**src/rtl/mbx_pkg.sv**
```systemverilog
package mbx_pkg;
   localparam int unsigned NREG   = 4;
   localparam int unsigned WORD_W = 64;
   localparam int unsigned IDX_W  = $clog2(NREG);

   localparam logic [WORD_W-1:0] MSG_BIT     = 64'h8000_0000_0000_0000;
   localparam logic [WORD_W-1:0] CLR_MASK    = 64'h7FFF_FFFF_FFFF_FFFF;
   localparam logic [WORD_W-1:0] RSP_PRESET0 = {WORD_W{1'b1}};

   typedef enum logic [2:0] {
      ST_IDLE,
      ST_WREQ,
      ST_RING,
      ST_POLL,
      ST_RRSP,
      ST_CLEAR,
      ST_DONE
   } mbx_state_e;
endpackage

```
**src/rtl/mbx_lsb_pick.sv**
```systemverilog
module mbx_lsb_pick #(
   parameter int unsigned N  = 4,
   parameter int unsigned IW = $clog2(N)
) (
   input  logic [N-1:0]  vec,
   output logic [IW-1:0] idx,
   output logic          any
);
   initial begin : p_cfg
      assert (N >= 2) else $error("mbx_lsb_pick: N must be at least 2");
   end

   always_comb begin
      idx = '0;
      for (int i = N - 1; i >= 0; i--) begin
         if (vec[i]) idx = IW'(i);
      end
   end

   assign any = |vec;
endmodule

```
**src/rtl/mbx_timer.sv**
```systemverilog
module mbx_timer #(
   parameter int unsigned     CNT_W     = 16,
   parameter longint unsigned SHORT_LIM = 100,
   parameter longint unsigned LONG_LIM  = 1000
) (
   input  logic clk,
   input  logic rst_n,
   input  logic run,
   input  logic sel_long,
   output logic expired
);
   localparam logic [CNT_W-1:0] S_LIM = CNT_W'(SHORT_LIM);
   localparam logic [CNT_W-1:0] L_LIM = CNT_W'(LONG_LIM);

   logic [CNT_W-1:0] cnt;
   logic [CNT_W-1:0] lim;

   assign lim = sel_long ? L_LIM : S_LIM;

   always_ff @(posedge clk or negedge rst_n) begin
      if (!rst_n)          cnt <= '0;
      else if (!run)       cnt <= '0;
      else if (cnt < lim)  cnt <= cnt + 1'b1;
   end

   assign expired = (cnt >= lim);

   AST_TMR_BOUND: assert property (@(posedge clk) disable iff (!rst_n)
      run |-> cnt <= lim);
   AST_TMR_IDLE_ZERO: assert property (@(posedge clk) disable iff (!rst_n)
      !run |=> cnt <= 1);
endmodule

```
**src/rtl/mbx_rsp_check.sv**
```systemverilog
module mbx_rsp_check (
   input  logic [63:0] rsp_w0,
   input  logic [15:0] exp_seq,
   input  logic [7:0]  exp_cls,
   input  logic [7:0]  exp_cmd,
   output logic        status_bad,
   output logic        echo_bad
);
   logic [15:0] prim;
   logic [15:0] seq_r;
   logic [7:0]  cls_r;
   logic [7:0]  cmd_r;

   assign prim  = rsp_w0[63:48];
   assign seq_r = rsp_w0[31:16];
   assign cls_r = rsp_w0[15:8];
   assign cmd_r = rsp_w0[7:0];

   assign status_bad = (prim != 16'h0000);
   assign echo_bad   = (seq_r != exp_seq) || (cls_r != exp_cls) || (cmd_r != exp_cmd);
endmodule

```
**src/rtl/mbx_req_engine.sv**
```systemverilog
module mbx_req_engine
   import mbx_pkg::*;
#(
   parameter int unsigned     ADDR_W      = 8,
   parameter int unsigned     REQ_BASE    = 'h00,
   parameter int unsigned     RSP_BASE    = 'h04,
   parameter int unsigned     SVC_DB_SET  = 'h10,
   parameter int unsigned     HOST_DB_RD  = 'h18,
   parameter int unsigned     HOST_DB_CLR = 'h19,
   parameter longint unsigned CLK_KHZ     = 100000,
   parameter longint unsigned SHORT_MS    = 100,
   parameter longint unsigned LONG_MS     = 30000
) (
   input  logic                     clk,
   input  logic                     rst_n,
   input  logic                     start,
   input  logic                     long_to,
   input  logic [NREG-1:0]          wr_sel,
   input  logic [NREG-1:0]          rd_sel,
   input  logic [NREG*WORD_W-1:0]   req_words,
   output logic                     busy,
   output logic                     done,
   output logic                     err_timeout,
   output logic                     err_status,
   output logic                     err_echo,
   output logic [NREG*WORD_W-1:0]   rsp_words,
   output logic                     bus_req,
   output logic                     bus_we,
   output logic [ADDR_W-1:0]        bus_addr,
   output logic [WORD_W-1:0]        bus_wdata,
   input  logic                     bus_ack,
   input  logic [WORD_W-1:0]        bus_rdata
);
   localparam longint unsigned SHORT_LIM = CLK_KHZ * SHORT_MS;
   localparam longint unsigned LONG_LIM  = CLK_KHZ * LONG_MS;
   localparam int unsigned     TMR_W     = $clog2(LONG_LIM + 1);

   initial begin : p_cfg
      assert (LONG_LIM > SHORT_LIM && SHORT_LIM > 0)
         else $error("mbx_req_engine: limits must satisfy 0 < short < long");
      assert (HOST_DB_CLR < (1 << ADDR_W) && SVC_DB_SET < (1 << ADDR_W))
         else $error("mbx_req_engine: addresses exceed ADDR_W");
      assert (REQ_BASE + NREG <= (1 << ADDR_W) && RSP_BASE + NREG <= (1 << ADDR_W))
         else $error("mbx_req_engine: register windows exceed ADDR_W");
   end

   mbx_state_e                    st;
   logic [NREG-1:0][WORD_W-1:0]   req_q;
   logic [NREG-1:0]               wr_sel_q;
   logic [NREG-1:0]               rd_sel_q;
   logic                          long_q;
   logic [NREG-1:0]               pend;
   logic [15:0]                   seq_q;
   logic [IDX_W-1:0]              pick_idx;
   logic                          pick_any;
   logic                          tmr_expired;
   logic                          status_bad;
   logic                          echo_bad;
   logic                          accept;

   assign accept = (st == ST_IDLE) && start;
   assign busy   = (st != ST_IDLE);
   assign done   = (st == ST_DONE);

   mbx_lsb_pick #(.N(NREG), .IW(IDX_W)) u_pick (
      .vec (pend),
      .idx (pick_idx),
      .any (pick_any)
   );

   mbx_timer #(.CNT_W(TMR_W), .SHORT_LIM(SHORT_LIM), .LONG_LIM(LONG_LIM)) u_tmr (
      .clk      (clk),
      .rst_n    (rst_n),
      .run      (st == ST_POLL),
      .sel_long (long_q),
      .expired  (tmr_expired)
   );

   mbx_rsp_check u_chk (
      .rsp_w0     (rsp_words[WORD_W-1:0]),
      .exp_seq    (req_q[0][31:16]),
      .exp_cls    (req_q[0][15:8]),
      .exp_cmd    (req_q[0][7:0]),
      .status_bad (status_bad),
      .echo_bad   (echo_bad)
   );

   // Bus command decode: one access per state, held until acknowledged.
   always_comb begin
      bus_req   = 1'b0;
      bus_we    = 1'b0;
      bus_addr  = '0;
      bus_wdata = '0;
      case (st)
         ST_WREQ: if (pick_any) begin
            bus_req   = 1'b1;
            bus_we    = 1'b1;
            bus_addr  = ADDR_W'(REQ_BASE) + ADDR_W'(pick_idx);
            bus_wdata = req_q[pick_idx];
         end
         ST_RING: begin
            bus_req   = 1'b1;
            bus_we    = 1'b1;
            bus_addr  = ADDR_W'(SVC_DB_SET);
            bus_wdata = MSG_BIT;
         end
         ST_POLL: begin
            bus_req   = 1'b1;
            bus_addr  = ADDR_W'(HOST_DB_RD);
         end
         ST_RRSP: if (pick_any) begin
            bus_req   = 1'b1;
            bus_addr  = ADDR_W'(RSP_BASE) + ADDR_W'(pick_idx);
         end
         ST_CLEAR: begin
            bus_req   = 1'b1;
            bus_we    = 1'b1;
            bus_addr  = ADDR_W'(HOST_DB_CLR);
            bus_wdata = CLR_MASK;
         end
         default: ;
      endcase
   end

   always_ff @(posedge clk or negedge rst_n) begin
      if (!rst_n) begin
         st          <= ST_IDLE;
         req_q       <= '0;
         wr_sel_q    <= '0;
         rd_sel_q    <= '0;
         long_q      <= 1'b0;
         pend        <= '0;
         seq_q       <= '0;
         err_timeout <= 1'b0;
         err_status  <= 1'b0;
         err_echo    <= 1'b0;
      end else begin
         case (st)
            ST_IDLE: if (start) begin
               req_q            <= req_words;
               req_q[0][31:16]  <= seq_q;
               wr_sel_q         <= wr_sel;
               rd_sel_q         <= rd_sel;
               long_q           <= long_to;
               pend             <= wr_sel;
               seq_q            <= seq_q + 16'd1;
               err_timeout      <= 1'b0;
               err_status       <= 1'b0;
               err_echo         <= 1'b0;
               st               <= ST_WREQ;
            end
            ST_WREQ: begin
               if (!pick_any)    st <= ST_RING;
               else if (bus_ack) pend[pick_idx] <= 1'b0;
            end
            ST_RING: if (bus_ack) st <= ST_POLL;
            ST_POLL: if (bus_ack) begin
               if (bus_rdata[WORD_W-1]) begin
                  pend <= rd_sel_q;
                  st   <= ST_RRSP;
               end else if (tmr_expired) begin
                  err_timeout <= 1'b1;
                  st          <= ST_DONE;
               end
            end
            ST_RRSP: begin
               if (!pick_any)    st <= ST_CLEAR;
               else if (bus_ack) pend[pick_idx] <= 1'b0;
            end
            ST_CLEAR: if (bus_ack) begin
               err_status <= status_bad;
               err_echo   <= echo_bad;
               st         <= ST_DONE;
            end
            ST_DONE: st <= ST_IDLE;
            default: st <= ST_IDLE;
         endcase
      end
   end

   // Response holding words, each preset on command acceptance.
   for (genvar g = 0; g < NREG; g++) begin : g_hold
      localparam logic [WORD_W-1:0] PRESET = (g == 0) ? RSP_PRESET0 : {WORD_W{1'b0}};
      logic [WORD_W-1:0] held;
      always_ff @(posedge clk or negedge rst_n) begin
         if (!rst_n)      held <= PRESET;
         else if (accept) held <= PRESET;
         else if (st == ST_RRSP && bus_ack && pick_any && pick_idx == IDX_W'(g))
            held <= bus_rdata;
      end
      assign rsp_words[g*WORD_W +: WORD_W] = held;
   end

   logic [ADDR_W-1:0] wr_off;
   logic [ADDR_W-1:0] rd_off;
   assign wr_off = bus_addr - ADDR_W'(REQ_BASE);
   assign rd_off = bus_addr - ADDR_W'(RSP_BASE);

   AST_REQ_HOLD: assert property (@(posedge clk) disable iff (!rst_n)
      bus_req && !bus_ack |=> bus_req && $stable(bus_addr) && $stable(bus_we) && $stable(bus_wdata));
   AST_DONE_PULSE: assert property (@(posedge clk) disable iff (!rst_n)
      done |=> !done);
   AST_WR_SELECTED: assert property (@(posedge clk) disable iff (!rst_n)
      bus_req && bus_we && wr_off < ADDR_W'(NREG) |-> wr_sel_q[wr_off[IDX_W-1:0]]);
   AST_RD_SELECTED: assert property (@(posedge clk) disable iff (!rst_n)
      bus_req && !bus_we && rd_off < ADDR_W'(NREG) |-> rd_sel_q[rd_off[IDX_W-1:0]]);
   AST_TO_QUIET: assert property (@(posedge clk) disable iff (!rst_n)
      done && err_timeout |-> !err_status && !err_echo);
   AST_START_IGNORED: assert property (@(posedge clk) disable iff (!rst_n)
      busy && start |=> $stable(seq_q));
   AST_SEQ_STEP: assert property (@(posedge clk) disable iff (!rst_n)
      $rose(busy) |-> seq_q == $past(seq_q) + 16'd1);
   AST_FLAGS_HOLD: assert property (@(posedge clk) disable iff (!rst_n)
      !busy && !start |=> $stable(err_timeout) && $stable(err_status) && $stable(err_echo));
endmodule

```
**config.mk**
```make
export PLATFORM = sky130hd
export DESIGN_NAME = mbx_req_engine
export DESIGN_NICKNAME = d
export VERILOG_FILES = /design/src/rtl/mbx_pkg.sv /design/src/rtl/mbx_lsb_pick.sv /design/src/rtl/mbx_timer.sv /design/src/rtl/mbx_rsp_check.sv /design/src/rtl/mbx_req_engine.sv
export SDC_FILE = /design/constraint.sdc
export NUM_CORES = 1
export LEC_CHECK = 0
export BUFFER_PORTS_ARGS = -buffer_cell sky130_fd_sc_hd__buf_2
export CELL_PAD_IN_SITES_DETAIL_PLACEMENT = 1
export CELL_PAD_IN_SITES_GLOBAL_PLACEMENT = 1
export CORE_ASPECT_RATIO = 0.7
export CORE_UTILIZATION = 35
export DETAILED_ROUTE_END_ITERATION = 6
export PLACE_DENSITY_LB_ADDON = 0.1
export SLEW_MARGIN = 40
export SYNTH_ARGS = -nofsm -noshare
export SYNTH_HDL_FRONTEND = slang
export SYNTH_SLANG_ARGS = --single-unit
export TNS_END_PERCENT = 50
```
**constraint.sdc**
```tcl
create_clock -name clk -period 2.7 [get_ports clk]
set_input_delay 0.135 -clock clk [delete_from_list [all_inputs] [get_ports clk]]
set_output_delay 0.135 -clock clk [all_outputs]
set_load 0.05 [all_outputs]
```
# [Word level (Yosys, flattened, before mapping)]
# Index checks and enable logic that the tools add are counted.
[op_classes] eq_ne=25 n_reduce_logical=30 div=0 order_cmp=4 n_addsub=3 n_mux=51 mul=0 n_shift=0 bitwise_logic=2
[ops] op="$mux 64" n=10
[ops] op="$pmux 64 s3" n=1
[ops] op="$bmux 64 s2" n=1
[ops] op="$mux 32" n=3
[ops] op="$add 32x1->32 const B" n=1
[ops] op="$ge 32x32->1" n=1
[ops] op="$lt 32x32->1" n=1
[ops] op="$pmux 5 s5" n=1
[ops] op="$mux 3" n=8
[ops] op="$mux 4" n=6
[ops] op="$ne 2x2->1 const B" n=10
[ops] op="$pmux 3 s6" n=1
[ops] op="$add 16x1->16 const B" n=1
[ops] op="$ne 16x16->1" n=1
[ops] op="$ne 8x8->1" n=2
[ops] op="$reduce_bool 16->1" n=1
[ops] op="$pmux 4 s3" n=1
[ops] op="$reduce_bool 2->1" n=6
[ops] op="$mux 2" n=5
[ops] op="$pmux 1 s2" n=5
[ops] op="$eq 3x3->1 const B" n=3
[ops] op="$logic_and 1x1->1" n=8
[ops] op="$mux 1" n=8
[ops] op="$reduce_and 7->1" n=1
[ops] op="other kinds (23)" n=29
[word_totals] latch_bits=0 reg_bits=575 n_memories=0 ram_bits=0 output_inout_bits=335 romBits=0 input_bits=333

# [Depth between registers and ports, before layout]
[depth] ltp_word=13 depth_mapped=10

# [Modules after synthesis]
# A second synthesis with hierarchy kept.
[unflattened] hier_cells=2909 area_unflattened_um2=26075.0
[by_module_without_submodules] mod="mbx_req_engine" n_inst=1 cells_per_inst=2624 area_each_um2=23543.8
[by_module_without_submodules] mod="mbx_timer" n_inst=1 cells_per_inst=230 area_each_um2=2118.3
[by_module_without_submodules] mod="mbx_rsp_check" n_inst=1 cells_per_inst=48 area_each_um2=377.9
[by_module_without_submodules] mod="mbx_lsb_pick" n_inst=1 cells_per_inst=7 area_each_um2=35.0

# [Worst setup path before layout]
# No wires, ideal clock.
[synth_timing] kind="reg-to-output" from="register pend[0]" to="output port bus_wdata[10]" arrival_time_ps=2831 setup_slack_ps=-266 stages_incl_launch_ff=10 t_required_ps=2565 cell_sequence="dfrtp_1 > clkbuf_1 > nor2_1 > and3_1 > clkbuf_1 > clkbuf_1 > buf_1 > a222oi_1 > a21boi_0 > o21ai_0"
[synth_between] elab_chain_cells=5 elab_cells_between_ends=6
[synth_rtl] item="start: declaration" line_no="mbx_req_engine.sv:52" rtl="logic [NREG-1:0] pend;"
[synth_rtl] item="start signal: assignment" line_no="mbx_req_engine.sv:145" rtl="pend <= wr_sel;"
[synth_rtl] item="start signal: assignment" line_no="mbx_req_engine.sv:159" rtl="pend <= rd_sel_q;"
[synth_rtl] item="$mux 2" line_no="mbx_lsb_pick.sv:16" rtl="if (vec[i]) idx = IW'(i);"
[synth_rtl] item="$bmux 64 s2" line_no="mbx_req_engine.sv:99" rtl="bus_wdata = req_q[pick_idx];"
[synth_rtl] item="$mux 64 (implied by the code)" line_no="mbx_req_engine.sv:99"
[synth_rtl] item="$mux 64 *" line_no="mbx_req_engine.sv:95" rtl="ST_WREQ: if (pick_any) begin"
[synth_rtl] item="$pmux 64 s3 *" line_no="mbx_req_engine.sv:94" rtl="case (st)"
[synth_rtl] item="end: declaration" line_no="mbx_req_engine.sv:30" rtl="output logic [WORD_W-1:0] bus_wdata,"
# Every way passes the cells marked *; elsewhere a longest branch is shown, timed or not. The select of a mux whose other input is x is not followed.

# [Worst setup path in the final report]
[layout_timing] from="register pend[1]" to="output port bus_wdata[19]"
[layout_between] elab_chain_cells=6 elab_cells_between_ends=7
[layout_rtl] item="$mux 2 (2 in a row)" line_no="mbx_lsb_pick.sv:16"
[layout_rtl] item="$bmux 64 s2" line_no="mbx_req_engine.sv:99"
[layout_rtl] item="$mux 64 (implied by the code)" line_no="mbx_req_engine.sv:99"
[layout_rtl] item="$mux 64 *" line_no="mbx_req_engine.sv:95"
[layout_rtl] item="$pmux 64 s3 *" line_no="mbx_req_engine.sv:94"
# Marked as above.

==> flow_summary_export.csv <==
group,metric,value,unit
timing,hold_violations,0,
setup_path,cp_data_required_time,2570,ps
floorplanning,die_w,324,µm
timing,fmax,361,MHz
setup_path,crit_type,"reg2out",
synth,ys_seq_area_share,56.9,%
floorplanning,fp-row-count,82,
routing,drt-total-wl,113000,µm
routing,ant_nets,0,
setup_path,cp-end-kind,"primary output",
global_route,grt_max_degree,142,
finish,drive_above_1_share,26.6,%
global_route,gr-total-overflow,0,
synth,synth_common_cells,"nand2_1 (1352), dfrtp_1 (511), a21oi_1 (215), clkbuf_1 (181), nand3_1 (93)",
routing,first_pass_iters,7,
global_route,grt_antenna_before_repair,15,
setup_path,critPathMaxFanout,8,
clock_network,clockBufferDepth,3,
timing,period_share,103,%
clock_network,cts.sinks,575,
placement,place_congestion,0.892,
routing,detail_route.wl_per_cell,23.0,µm
power_and_ir_drop,power.total,41.5,mW
synth,yosys.area.top_type,"dfrtp_1",
synth,syn-instance-count,2924,
routing,drt_iter0_drc,1897,
power_and_ir_drop,pwr_density_cell,1120,nW/µm²
setup_path,r2r-end,"u_tmr.cnt[12]",
floorplanning,chipHeight,228,µm
timing,worst_pin_slew,741,ps
floorplanning,core_area,71700,µm²
global_route,grt_pass1_vias,27000,
routing,post_drt_via_cell_ratio,5.24,
power_and_ir_drop,vdd_drop_max,514,µV
setup_path,r2r-start,"long_q",
synth,ys_types,62,
placement,dp_cells,4424,
setup_path,reg2regPathDepth,11,
synth,synth.top_cells.by_area,"dfrtp_1 (50%), nand2_1 (20%), dfstp_2 (6.6%)",
timing,layout_setup_ws,-71.0,ps
finish,finalNetCount,4222,
synth,ys.flop_type,"dfrtp_1",
timing,max-slew-margin-rel,50.6,%
clock_network,cts_buffers,59,
synth,synth_area,25400,µm²
outcome,violations,"design-rule violations, negative setup slack",
outcome,run_status,"finished, violations left",
synth,synth_top_cell_area_share,50.3,%
finish,nFillCells,8330,
finish,area_delta_synth_final,45.2,%
clock_network,clk_pin_slew,60,ps
setup_path,reg2reg_slack,-30,ps
synth,syn_avg_cell_area,8.70,µm²
clock_network,cts_htree_levels,2,
routing,drc,1,
timing,setup_viol,34,
timing,fin_crit,2770,ps
synth,async_flop_share,100,%
run,maxCapViolCount,0,
synth,yosysWarnings,0,
synth,synth_edf_count,0,
timing,rsz0062_at_grt,"true",
synth,synth_seq_cells,575,
placement,hpwl,72900,µm
placement,portBuffers,648,
setup_path,worst_setup_path_start_kind,"flop",
global_route,grt_pass1_wl,165000,µm
floorplanning,ios,668,
power_and_ir_drop,p_leak,18.3,nW
timing,finClkSkew,23.7,ps
routing,vias,25700,
floorplanning,dieArea,73800,µm²
timing,slew_viol_final,0,
clock_network,cts_root_buf,"clkbuf_16",
floorplanning,start_util,35.5,%
finish,finalNonFillerCells,4901,
global_route,grt_use_total,29.3,%
setup_path,arrival,2640,ps
timing,holdWs,33.4,ps
clock_network,insertion_delay,660,ps
synth,synthMostInstantiatedCell,"nand2_1",
min_path,hold_path.class,"in2async",
clock_network,cts_tree,"yes",
==> critical path, stage by stage (launching register included) <==
cell,delay [ps]
dfrtp_2,450
buf_6,150
or4_4,550
nand3_4,140
buf_12,150
buf_16,160
o21ai_0,130
buf_4,220
==> worst max path at each step <==
stage / from / endpoint
floorplan: pend[0] / bus_wdata[20]
finish: pend[1] / bus_wdata[19]
detailed placement: long_q / u_tmr.cnt[21]
global placement: long_q / u_tmr.cnt[21]
global route: pend[0] / bus_wdata[22]
CTS: long_q / u_tmr.cnt[22]
==> metrics by stage <==
stage / setup slack, ps / instance area, µm² / utilization [%] / TNS, ps
2_1_floorplan: -260 / 25400 / - / -3840
6_report: -71.0 / 36900 / 51.5 / -1170
3_5_place_dp: -142 / 30300 / 42.2 / -902
5_1_grt: -154 / 36900 / 51.5 / -5900
3_3_place_gp: -140 / 30300 / 42.2 / -624
4_1_cts: -134 / 36100 / 50.3 / -4090
==> flip-flops by register name, indices dropped and copies added, names as in the netlist <==
signal / cells
g_hold.held: 256
req_q: 256
u_tmr.cnt: 32
seq_q: 16
pend: 4
rd_sel_q: 4
st: 3
err_echo: 1
err_status: 1
err_timeout: 1
long_q: 1
==> kinds of logic after synthesis <==
group | Yosys count | synth area share [%]
other | 1 | 0.0147
buffers and inverters | 214 | 3.36
AND/OR/NAND/NOR | 1587 | 25.1
XOR/XNOR | 63 | 2.17
adder cells (fa/ha/maj) | 17 | 0.827
AO/OA/AOI/OAI | 465 | 11.6
flip-flops | 575 | 56.9
multiplexers | 2 | 0.0787
==> cell usage in the layout (no fill, tap or decap), types with 9 or more instances in the layout <==
master,Yosys,final
clkinv_2,0,11
inv_1,11,9
a21boi_0,63,31
nor3_1,11,10
clkbuf_16,0,67
buf_6,1,60
dfstp_2,64,64
o21ai_2,0,22
nand4_1,14,14
clkbuf_8,3,13
dfrtp_1,511,506
o21ai_1,0,36
buf_2,2,587
a21boi_2,0,12
dlygate4sd3_1,0,313
a222oi_1,64,64
nand2_1,1352,1346
nor2_1,40,39
xor2_1,37,37
bufinv_16,0,9
xnor2_1,26,26
nor4_1,22,19
a21boi_1,0,19
clkbuf_1,181,14
a21oi_1,215,206
diode_2,0,12
nand3_1,93,91
o21ai_0,86,23
buf_4,3,70
buf_12,0,39
ha_1,16,15
==> where the power goes <==
group	switching [mW]	total, mW	internal (mW)
combinational	12.7	18.6	5.89
sequential	2.13	13.7	11.6
clock	3.73	9.15	5.42
==> layer usage <==
layer | GRT usage [%] | share of wire, % | vias to the layer above
li1 | - | - | 11600
met1 | 39.4 | 43 | 13100
met2 | 47.5 | 48 | 748
met3 | 4.74 | 5.1 | 210
met4 | 10.9 | 3.8 | 6
met5 | 0 | 0.025 | -
==> repair_timing <==
action / CTS / global route
setup buffers: 17 / 15
pin swaps: 10 / 33
hold buffers: 313 / 0
cloned: 5 / 5
resized for setup: 108 / 196
endpoints found under the setup margin: 82 / 97
hold endpoints to repair: 897 / 0
==> final cells by class <==
cell class,instances,area (µm²),area share (%)
diodes,12,30.0,0.0814
repair buffers,1088,8480,23.0
flip-flops and latches,575,14500,39.2
clock inverters,22,354,0.959
inverters,12,45.0,0.122
well taps,966,1210,3.27
clock buffers,89,1780,4.83
multi-input cells,2137,10500,28.6
(Power assumes the default switching activity.)
